<file path="src/rtl/nco_pkg.sv">
package nco_pkg;

    localparam int ACC_W     = 32;
    localparam int BYTE_W    = 8;
    localparam int OUT_W     = 8;
    localparam int NUM_LANES = ACC_W / BYTE_W;
    localparam int ADDR_W    = 3;
    localparam int TRIM_IDX  = NUM_LANES;
    localparam int LOW_W     = ACC_W - BYTE_W;

    typedef logic [ACC_W-1:0]  phase_word_t;
    typedef logic [BYTE_W-1:0] byte_t;
    typedef logic [OUT_W-1:0]  phase_out_t;
    typedef logic [ADDR_W-1:0] idx_t;

    typedef enum logic [1:0] {
        WR_NONE,
        WR_LANE,
        WR_COMMIT,
        WR_TRIM
    } wr_kind_e;

    typedef struct packed {
        wr_kind_e kind;
        idx_t     lane;
        byte_t    data;
    } wr_req_t;

    function automatic wr_kind_e classify(input logic en, input idx_t a);
        int idx;
        idx = int'(a);
        if (!en)
            return WR_NONE;
        else if (idx == NUM_LANES - 1)
            return WR_COMMIT;
        else if (idx < NUM_LANES - 1)
            return WR_LANE;
        else if (idx == TRIM_IDX)
            return WR_TRIM;
        else
            return WR_NONE;
    endfunction

endpackage

</file>
<file path="src/rtl/nco_wr_decode.sv">
module nco_wr_decode
    import nco_pkg::*;
(
    input  logic    wr_en,
    input  idx_t    wr_addr,
    input  byte_t   wr_data,
    output wr_req_t req
);

    always_comb begin
        req.kind = classify(wr_en, wr_addr);
        req.lane = wr_addr;
        req.data = wr_data;
    end

endmodule

</file>
<file path="src/rtl/nco_incr_regs.sv">
module nco_incr_regs
    import nco_pkg::*;
(
    input  logic        clk,
    input  logic        rst,
    input  wr_req_t     req,
    output phase_word_t step
);

    byte_t             hold [NUM_LANES-1];
    logic [LOW_W-1:0]  low_word;
    phase_word_t       step_q;

    for (genvar g = 0; g < NUM_LANES - 1; g++) begin : g_hold
        always_ff @(posedge clk) begin
            if (rst)
                hold[g] <= '0;
            else if (req.kind == WR_LANE && int'(req.lane) == g)
                hold[g] <= req.data;
        end
        assign low_word[g*BYTE_W +: BYTE_W] = hold[g];
    end

    always_ff @(posedge clk) begin
        if (rst)
            step_q <= '0;
        else if (req.kind == WR_COMMIT)
            step_q <= {req.data, low_word};
    end

    assign step = step_q;


    step_hold_chk: assert property (@(posedge clk) disable iff (rst)
        (req.kind != WR_COMMIT) |=> $stable(step_q));


    step_top_byte_chk: assert property (@(posedge clk) disable iff (rst)
        (req.kind == WR_COMMIT) |=> (step_q[ACC_W-1 -: BYTE_W] == $past(req.data)));


    ignored_write_chk: assert property (@(posedge clk) disable iff (rst)
        (req.kind == WR_NONE) |=> ($stable(step_q) && $stable(low_word)));

endmodule

</file>
<file path="src/rtl/nco_accum.sv">
module nco_accum
    import nco_pkg::*;
(
    input  logic        clk,
    input  logic        rst,
    input  logic        clr,
    input  phase_word_t step,
    output phase_out_t  acc_top
);

    phase_word_t acc_q;

    always_ff @(posedge clk) begin
        if (rst || clr)
            acc_q <= '0;
        else
            acc_q <= acc_q + step;
    end

    assign acc_top = acc_q[ACC_W-1 -: OUT_W];


    clr_zero_chk: assert property (@(posedge clk) disable iff (rst)
        clr |=> (acc_q == '0));


    acc_advance_chk: assert property (@(posedge clk) disable iff (rst)
        !clr |=> (acc_q - $past(acc_q) == $past(step)));

endmodule

</file>
<file path="src/rtl/nco_trim.sv">
module nco_trim
    import nco_pkg::*;
(
    input  logic       clk,
    input  logic       rst,
    input  logic       trim_we,
    input  byte_t      trim_data,
    input  phase_out_t acc_top,
    output phase_out_t phase_out
);

    byte_t trim_q;

    always_ff @(posedge clk) begin
        if (rst)
            trim_q <= '0;
        else if (trim_we)
            trim_q <= trim_data;
    end

    assign phase_out = acc_top + phase_out_t'(trim_q);


    trim_load_chk: assert property (@(posedge clk) disable iff (rst)
        trim_we |=> (trim_q == $past(trim_data)));


    trim_keep_chk: assert property (@(posedge clk) disable iff (rst)
        !trim_we |=> $stable(trim_q));

endmodule

</file>
<file path="src/rtl/subcarrier_nco.sv">
module subcarrier_nco
    import nco_pkg::*;
(
    input  logic                clk,
    input  logic                rst,
    input  logic                wr_en,
    input  logic [ADDR_W-1:0]   wr_addr,
    input  logic [BYTE_W-1:0]   wr_data,
    input  logic                acc_clr,
    output logic [OUT_W-1:0]    phase_out
);

    wr_req_t     req;
    phase_word_t step;
    phase_out_t  acc_top;

    nco_wr_decode i_decode (
        .wr_en   (wr_en),
        .wr_addr (wr_addr),
        .wr_data (wr_data),
        .req     (req)
    );

    nco_incr_regs i_incr (
        .clk  (clk),
        .rst  (rst),
        .req  (req),
        .step (step)
    );

    nco_accum i_accum (
        .clk     (clk),
        .rst     (rst),
        .clr     (acc_clr),
        .step    (step),
        .acc_top (acc_top)
    );

    nco_trim i_trim (
        .clk       (clk),
        .rst       (rst),
        .trim_we   (req.kind == WR_TRIM),
        .trim_data (req.data),
        .acc_top   (acc_top),
        .phase_out (phase_out)
    );


    reset_out_chk: assert property (@(posedge clk)
        rst |=> (phase_out == '0));

endmodule

</file>
<file path="config.mk">
export PLATFORM = sky130hd
export DESIGN_NAME = subcarrier_nco
export DESIGN_NICKNAME = d
export VERILOG_FILES = /design/src/rtl/nco_pkg.sv /design/src/rtl/nco_wr_decode.sv /design/src/rtl/nco_incr_regs.sv /design/src/rtl/nco_accum.sv /design/src/rtl/nco_trim.sv /design/src/rtl/subcarrier_nco.sv
export SDC_FILE = /design/constraint.sdc
export NUM_CORES = 1
export LEC_CHECK = 0
export BUFFER_PORTS_ARGS = -buffer_cell sky130_fd_sc_hd__buf_4
export CORE_ASPECT_RATIO = 2
export CORE_UTILIZATION = 44
export DETAILED_ROUTE_END_ITERATION = 12
export GPL_ROUTABILITY_DRIVEN = 0
export REMOVE_ABC_BUFFERS = 1
export SETUP_SLACK_MARGIN = 0.05
export SKIP_CTS_REPAIR_TIMING = 1
export SYNTH_ARGS = -nofsm -noshare
export SYNTH_HDL_FRONTEND = slang
export SYNTH_SLANG_ARGS = --single-unit
</file>
<file path="constraint.sdc">
create_clock -name clk -period 2.5 [get_ports clk]
set_input_delay 0.5 -clock clk [delete_from_list [all_inputs] [get_ports clk]]
set_output_delay 0.5 -clock clk [all_outputs]
set_load 0.03 [all_outputs]
</file>
Yosys cells after proc, flatten, opt, wreduce, memory -nomap -nowiden
Memory sizes are Yosys's and may differ from the RTL's. A register that Yosys moved wholly into a read port is not among the register bits. Index checks and enable logic that the tools add are counted.

Output and inout bits: 8. Bits of input ports: 15. Memories: 1. Bits in writable memories: 24. Register bits: 72. Word-level logic and storage cells: 40.

Memory list: i_incr.hold (words 3, bits a word 8, rd ports 3, clocked after memory_dff 3, wr ports 3, line nco_incr_regs.sv:10) `byte_t hold [NUM_LANES-1];`.

Multiplexer cells: 18. $add $sub $neg: 2. Reductions and logical operators: 5. Bitwise logic cells: 3. Magnitude comparators: 1. Eq/ne operators: 7.

Operators with widths (number): $add A32 B32 Y32 (1); $mux W8 (3); $mux W1 (11); $eq A3 B3 Y1 const B (3); $add A8 B8 Y8 (1); $mux W2 (4); $eq A2 B2 Y1 const B (2); $eq A3 B2 Y1 const B (1); $logic_and A1 B1 Y1 (3); $logic_not A3 Y1 (1); $lt A3 B2 Y1 const B (1); $or A1 B1 Y1 (3); $eq A2 B1 Y1 const B (1); $logic_or A1 B1 Y1 (1).

Logic depth before layout (Yosys ltp)
Gate-level depths: netlist of run 1.

Word-level depth: 11. Gate-level depth with buffers: 9. Depth with buffers taken out: 9.

Hierarchy
From an unflattened synthesis of run 1, not the netlist that was laid out.

Cell total of the unflattened synthesis: 615. Area, all modules: 5456.5 µm².

By module, submodules not included: nco_accum (area an instance 2608.8 µm², sequential area each 640.6 µm², times used 1, cells each 327); nco_incr_regs (area an instance 2113.3 µm², sequential area each 1361.3 µm², times used 1, cells each 203); nco_trim (area an instance 610.6 µm², sequential area each 160.2 µm², times used 1, cells each 68); nco_wr_decode (area an instance 117.6 µm², sequential area each 0.0 µm², times used 1, cells each 16); subcarrier_nco (area an instance 6.3 µm², sequential area each 0.0 µm², times used 1, cells each 1).

Worst setup path after synthesis of run 1
No wires, ideal clock.

Kind: register to output. From: register i_accum.acc_q[24]. To: output port phase_out[6]. Path buffers: 0. Slack: 0.045 ns. Required time: 2.000 ns. Data arrival time: 1.955 ns. Cell stages (with the launch flop): 10. Path through: dfxtp_1 -> ha_1 -> inv_1 -> fa_1 -> nor2b_1 -> o21ai_0 -> a21oi_1 -> o21a_1 -> nor2_1 -> xnor2_1.

Cells in the longest elaborated chain, start to end: 1.

Ends and longest elaborated chain: from (decl) (line nco_accum.sv:11) `phase_word_t acc_q;`; from (signal assigned) (line nco_accum.sv:17) `acc_q <= acc_q + step;`; $add A8 B8 Y8 (line nco_trim.sv:21) `assign phase_out = acc_top + phase_out_t'(trim_q);`; to (decl) (line subcarrier_nco.sv:10) `output logic [OUT_W-1:0] phase_out`.

No other way between the ends.

Worst setup path in the final report of run 1
From: register i_trim.trim_q[0]. To: output port phase_out[7].

Cells in the longest elaborated chain, start to end: 1.

Ends and longest elaborated chain: from (decl) (line nco_trim.sv:12) `byte_t trim_q;`; from (signal assigned) (line nco_trim.sv:18) `trim_q <= trim_data;`; $add A8 B8 Y8 (line nco_trim.sv:21).

No other way between the ends.

==> results of run 1 <==
-- logic make-up after synthesis --
kind of cell | count (synthesis) | share of synthesized area, %
fa+ha+maj | 40 | 9.69
compound gates | 148 | 18.1
flops | 96 | 40.6
buf+inv | 42 | 3.08
xor+xnor | 19 | 3.13
mux | 11 | 2.09
simple gates | 253 | 23.3
-- synthesized netlist by cell type, types with 2 or more instances --
cell and count:
mux2i_1 10, buf_2 3, clkbuf_1 17, o21a_1 7, and4b_1 2, a21o_1 8
a21oi_2 2, o21bai_1 5, ha_1 38, o31ai_1 5, nand4_1 9, nand2_1 102
nand3_1 13, nand2b_1 5, xnor2_1 16, buf_1 3, clkbuf_2 2, and3_1 4
and2_1 28, dfxtp_1 72, nor3_1 18, fa_1 2, nor3b_1 5, nor4_1 5
nor2_1 43, a31oi_1 5, edfxtp_1 24, o2111ai_1 2, or2_2 3, or3_1 3
xor2_1 3, nor2b_1 3, a211oi_1 2, a21oi_1 71, o21ai_0 20, inv_1 17
-- per-layer routing --
metal	share of wire (%)	GRT usage (%)	up-vias	routed length, µm
li1	-	-	2234	-
met1	36	23.8	2104	5190
met2	56	45.8	94	8140
met3	2.1	2.96	39	306
met4	5.4	14.1	0	778
met5	0	0	-	0
-- worst paths after layout --
check / from / end / slack (ps)
hold / removal: wr_data[0] / i_incr.step[24] / 450
setup reg to reg: i_accum.acc_q[23] / i_accum.acc_q[29] / 210
setup / recovery: i_trim.trim_q[0] / phase_out[7] / -160
hold reg to reg: i_incr.step[26] / i_incr.step[26] / 460
-- metrics by stage --
stage / cell area, µm² / hold WS, ps / util (%) / std cells / setup TNS [ps]
CTS: 6000 / 441 / 50.9 / 785 / -499
detailed placement: 5710 / 452 / 48.5 / 769 / 0
global route: 6160 / 441 / 52.3 / 793 / -699
global placement: 5710 / 448 / 48.5 / 769 / 0
finish: 6160 / 445 / 52.3 / 793 / -272
floorplan: 5220 / 434 / - / 584 / 0
-- worst max-delay path, delay by kind of cell, from the launching register on --
kind | cells | cell delay, ps
and+or+nand+nor | 1 | 130
xor gates and xnor gates | 1 | 150
AOI/OAI and AO/OA | 4 | 740
buffers and inverters | 2 | 300
DFF | 1 | 340
adders and majority gates | 1 | 160
-- report_power, final --
part / total (µW) / switching (µW) / internal [µW]
Combinational: 238 / 151 / 87.0
Clock: 1330 / 636 / 696
Sequential: 1660 / 25.3 / 1640
-- cell type report --
type,instances,share of cell area (%)
Timing Repair Buffer,48,5.91
Multi-Input combinational cell,471,50.2
Clock inverter,7,1.08
Clock buffer,9,3.66
Tap cell,145,2.95
Sequential cell,96,35.2
Inverter,17,1.04
-- sequential cells by signal (all words and copies together) (netlist names) --
register,count
i_accum.acc_q,32
i_trim.trim_q,8
i_incr.hold,24
i_incr.step,32
==> reports/metrics.cfg, run 1 <==
[clock_tree]
clk_latency_ps = 340
cts.sinks = 96
cts_buffers = 9
cts_buffer_depth = 2
clock-root-buffer = clkbuf_16
cts-htree-levels = 3
cts_tree = done
clk_pin_slew_worst_paths_ps = 70

[critical_path]
critical_path_required_ps = 2000
critPathSlowestCell = dfxtp_2
crit_fanout = 2
crit_path_end_kind = primary output
cp_slowest_stage_delay_ps = 340
path_common_cell = buf_4
timing_worst_setup_path_type = reg -> out
critPathLaunchType = flip-flop
reg2reg_depth = 7
crit_chain = ha_4 > buf_4 > a21o_1 > a21oi_2 > nand2b_1 > a21oi_1 > o41a_1 > xnor2_1 > buf_4
worstPathArrival_ps = 2160

[die]
coreArea_um2 = 11800
initial_utilization_pct = 45.2
rows = 56
dieArea_um2 = 12600
die_w_um = 79.8
ios = 23
die_y_um = 158

[placed_design]
dp_hpwl_mm = 11.0
pre_cts_slack_ps = 52.9
port_buffers = 22

[grt]
overflow = 0
grt_pass1_wl_mm = 22.2
grt_usage_pct = 23.9
antenna_found_initial = 0
grt_max_degree = 33
grt_pass1_vias = 4300

[timing]
hold_viol = 0
final-max-slew-violation-count = 0
slew_headroom_pct = 22.0
skew_ps = 7.61
finalCritPeriodShare_pct = 106
fmax_mhz = 376
rsz0062_at_grt = true
worst_pin_slew_ps = 1160
finalSetupViolCount = 2
min_period_ps = 2660
fin_ws_ps = -162

[detailed_routing]
finalWirelength_mm = 14.4
vias_per_cell = 5.64
drtIter0Drc = 183
route.detailed.drc = 0
via_count = 4471
wl_per_cell_um = 18.2
ant_nets = 0
drt_first_pass_iters = 6

[logic_synthesis]
ys_seq_elements = 96
yosysWarnings = 0
yosysTopAreaCell = dfxtp_1
synth_edf_count = 24
syn_inst = 609
ys_types = 68
yosys-top-cells-area = dfxtp_1 27%, edfxtp_1 14%, ha_1 8.9%, nand2_1 7.2%, a21oi_1 6.7%
synth-seq-area-share_pct = 40.6
synth_area_per_cell_um2 = 8.74
synth-async-reset-ratio_pct = 0
synth_flop_cell = dfxtp_1
syn-cell-area_um2 = 5320
yosysTopAreaCellShare_pct = 27.1

[cells_and_area]
diodes = 0
final_common_cell = nand2_1
fillers = 1111
final_nets = 698
final-seq-area_um2 = 2170
final_cell_mix = 102 x nand2_1, 69 x dfxtp_1, 65 x a21oi_1
drive_gt1_share_pct = 16.5
multi_input_area_um2 = 3090
area_delta_synth_final_pct = 15.7

[hold_path]
hold_class = in -> reg
min_path_cells = 3

[pwr]
total_power_uw = 3230
pwr_density_cell_nw_per_um2 = 525
p_leak_uw = 0.00239
ir_worst_vdd_uv = 400

[run_status]
status = finished with violations
failed_checks = setup timing

[flow_run]
drv_cap = 0

No activity file was read; power rests on OpenSTA's default activity.
==> run 2, diff against run 1 <==
clock period = 2.2 ns   (was 2.5 ns; I/O delays follow)
==> run 2 against run 1 <==
The flow still finishes with violations (setup timing). Flip-flop and latch count unchanged. Via count up 6.1%. Clock skew down 1.8 ps. Routed wire length up 5.4%. Count of clock-buffer cells in the layout unchanged. Worst hold slack worse by 74 ps.
==> reports/metrics.cfg, run 2 (synthesized netlist as in run 1, its figures left out) <==
[detailed_routing]
ant_nets = 0  ; unchanged
drt_first_pass_iters = 4  ; -2
wl_per_cell_um = 18.2  ; about the same
finalWirelength_mm = 15.2  ; +5.4%
via_count = 4745  ; +6.1%
vias_per_cell = 5.68  ; +0.67%
drtIter0Drc = 206  ; +13%
route.detailed.drc = 0  ; unchanged

[placed_design]
dp_cells = 812  ; +5.6%
pre_cts_slack_ps = -250  ; -303 ps
dp_hpwl_mm = 11.4  ; +4.0%
placed_cell_area_um2 = 6030  ; +5.7%
port_buffers = 22  ; unchanged

[timing]
finalSetupViolCount = 4  ; +2
rsz0062_at_grt = true
skew_ps = 5.83  ; -1.77 ps
hold_viol = 0  ; unchanged
slew_headroom_pct = 12.7  ; -9.3 points
fmax_mhz = 384
fin_ws_ps = -403  ; -241 ps
final-max-slew-violation-count = 0  ; unchanged
min_period_ps = 2600
finalCritPeriodShare_pct = 118
worst_pin_slew_ps = 1300  ; +139 ps

[grt]
grt_pass1_vias = 4688  ; +9.0%
grt_usage_pct = 24.5  ; +0.59 points
antenna_found_initial = 0  ; unchanged
grt_max_degree = 33  ; unchanged
overflow = 0  ; unchanged
grt_pass1_wl_mm = 22.9  ; +2.9%

[pwr]
combPwrFrac_pct = 8.0  ; +0.6 points
p_switching_uw = 981  ; +21%
p_leak_uw = 0.00261  ; +9.2%
pwr_density_cell_nw_per_um2 = 557  ; +6.1%
total_power_uw = 3890  ; +20%
power_frac_seq_pct = 48.7  ; -2.7 points
ir_worst_vdd_uv = 414  ; +3.6%
p_int_uw = 2910  ; +20%
p_sw_share_pct = 25.2  ; +0.083 points
p_clk_share_pct = 43.4  ; +2.2 points

[cells_and_area]
utilization_pct = 59.3  ; +7.0 points
drive_gt1_share_pct = 30.1  ; +14 points
instances_no_fill = 836  ; +5.4%
final_nets = 741  ; +6.2%
final_cell_mix = 100 x nand2_1, 88 x buf_4, 58 x a21oi_1
area_delta_synth_final_pct = 31.1
diodes = 0  ; unchanged
post-route-cell-area_um2 = 6980  ; +13%
final_common_cell = nand2_1

[die]
initial_utilization_pct = 45.2  ; unchanged
dieArea_um2 = 12600  ; unchanged
die_w_um = 79.8  ; unchanged
coreArea_um2 = 11800  ; unchanged
ios = 23  ; unchanged
rows = 56  ; unchanged
die_y_um = 158  ; unchanged

[clock_tree]
clk_latency_ps = 350  ; about the same
cts_tree = done
clock-root-buffer = clkbuf_16
clk_pin_slew_worst_paths_ps = 70  ; about the same
cts_buffer_depth = 2  ; unchanged
cts.sinks = 96  ; unchanged
cts_buffers = 9  ; unchanged
cts-htree-levels = 3  ; unchanged

[flow_run]
drv_cap = 0  ; unchanged

[critical_path]
critPathLaunchType = flip-flop
crit_fanout = 3  ; +1
timing_worst_setup_path_type = reg -> out
worstPathArrival_ps = 2160  ; about the same
critical_path_required_ps = 1760  ; -240 ps
crit_path_end_kind = primary output

[run_status]
failed_checks = setup timing
status = finished with violations

[hold_path]
hold_class = in -> reg

[run 2: cell types whose count changed in the layout (fill, tap and decap cells not counted), sizes merged]
cell	change
buf	+43
clkinv	-2
inv	+2
bufinv	+1
clkinvlp	-1
[run 2: final timing paths]
kind / start / endpoint / slack (ps) / cells past startpoint
worst max-delay path: i_accum.acc_q[25] / phase_out[7] / -400 / 8
worst min-delay path: wr_data[0] / i_incr.step[24] / 370 / 3
worst max register to register: i_incr.step[5] / i_accum.acc_q[28] / 70 / 9
worst min register to register: i_incr.step[21] / i_incr.step[21] / 460 / 2
[run 2: layout make-up]
class	count	area, µm²
well taps	145	181
clock inverters	7	97.6
fillers	1030	4790
multi-input cells	471	3520
clock buffers	9	225
inverters	17	63.8
flip-flops and latches	96	2190
repair buffers	91	694
[run 2: per-stage QoR]
step                setup TNS (ps)  hold slack [ps]
floorplan                     -416              434
global placement              -855              454
detailed placement           -1700              455
CTS                          -3490              361
global route                 -1540              380
finish                       -1170              372
[run 2: worst max-delay path: stages (launching register included)]
cell,delay [ps]
dfxtp_4,370
ha_4,230
a21o_1,160
a21oi_2,150
nand2b_4,150
a21oi_2,60
o41a_1,320
xnor2_1,200
buf_4,190
[run 2: metal layers]
metal	track usage, %	wire length, µm	vias to the layer above
met5	0	0	-
met4	18.9	1130	0
met3	3.65	418	50
met2	46.0	8380	121
met1	23.0	5270	2250
li1	-	-	2324
[run 2: power groups by stage]
stage               clock network, µW  logic (µW)  registers, µW
floorplan                           0         152           1920
global placement                    0         280           1930
detailed placement                  0         286           1930
CTS                              1730         287           1890
global route                     1780         334           1900
finish                           1690         309           1890
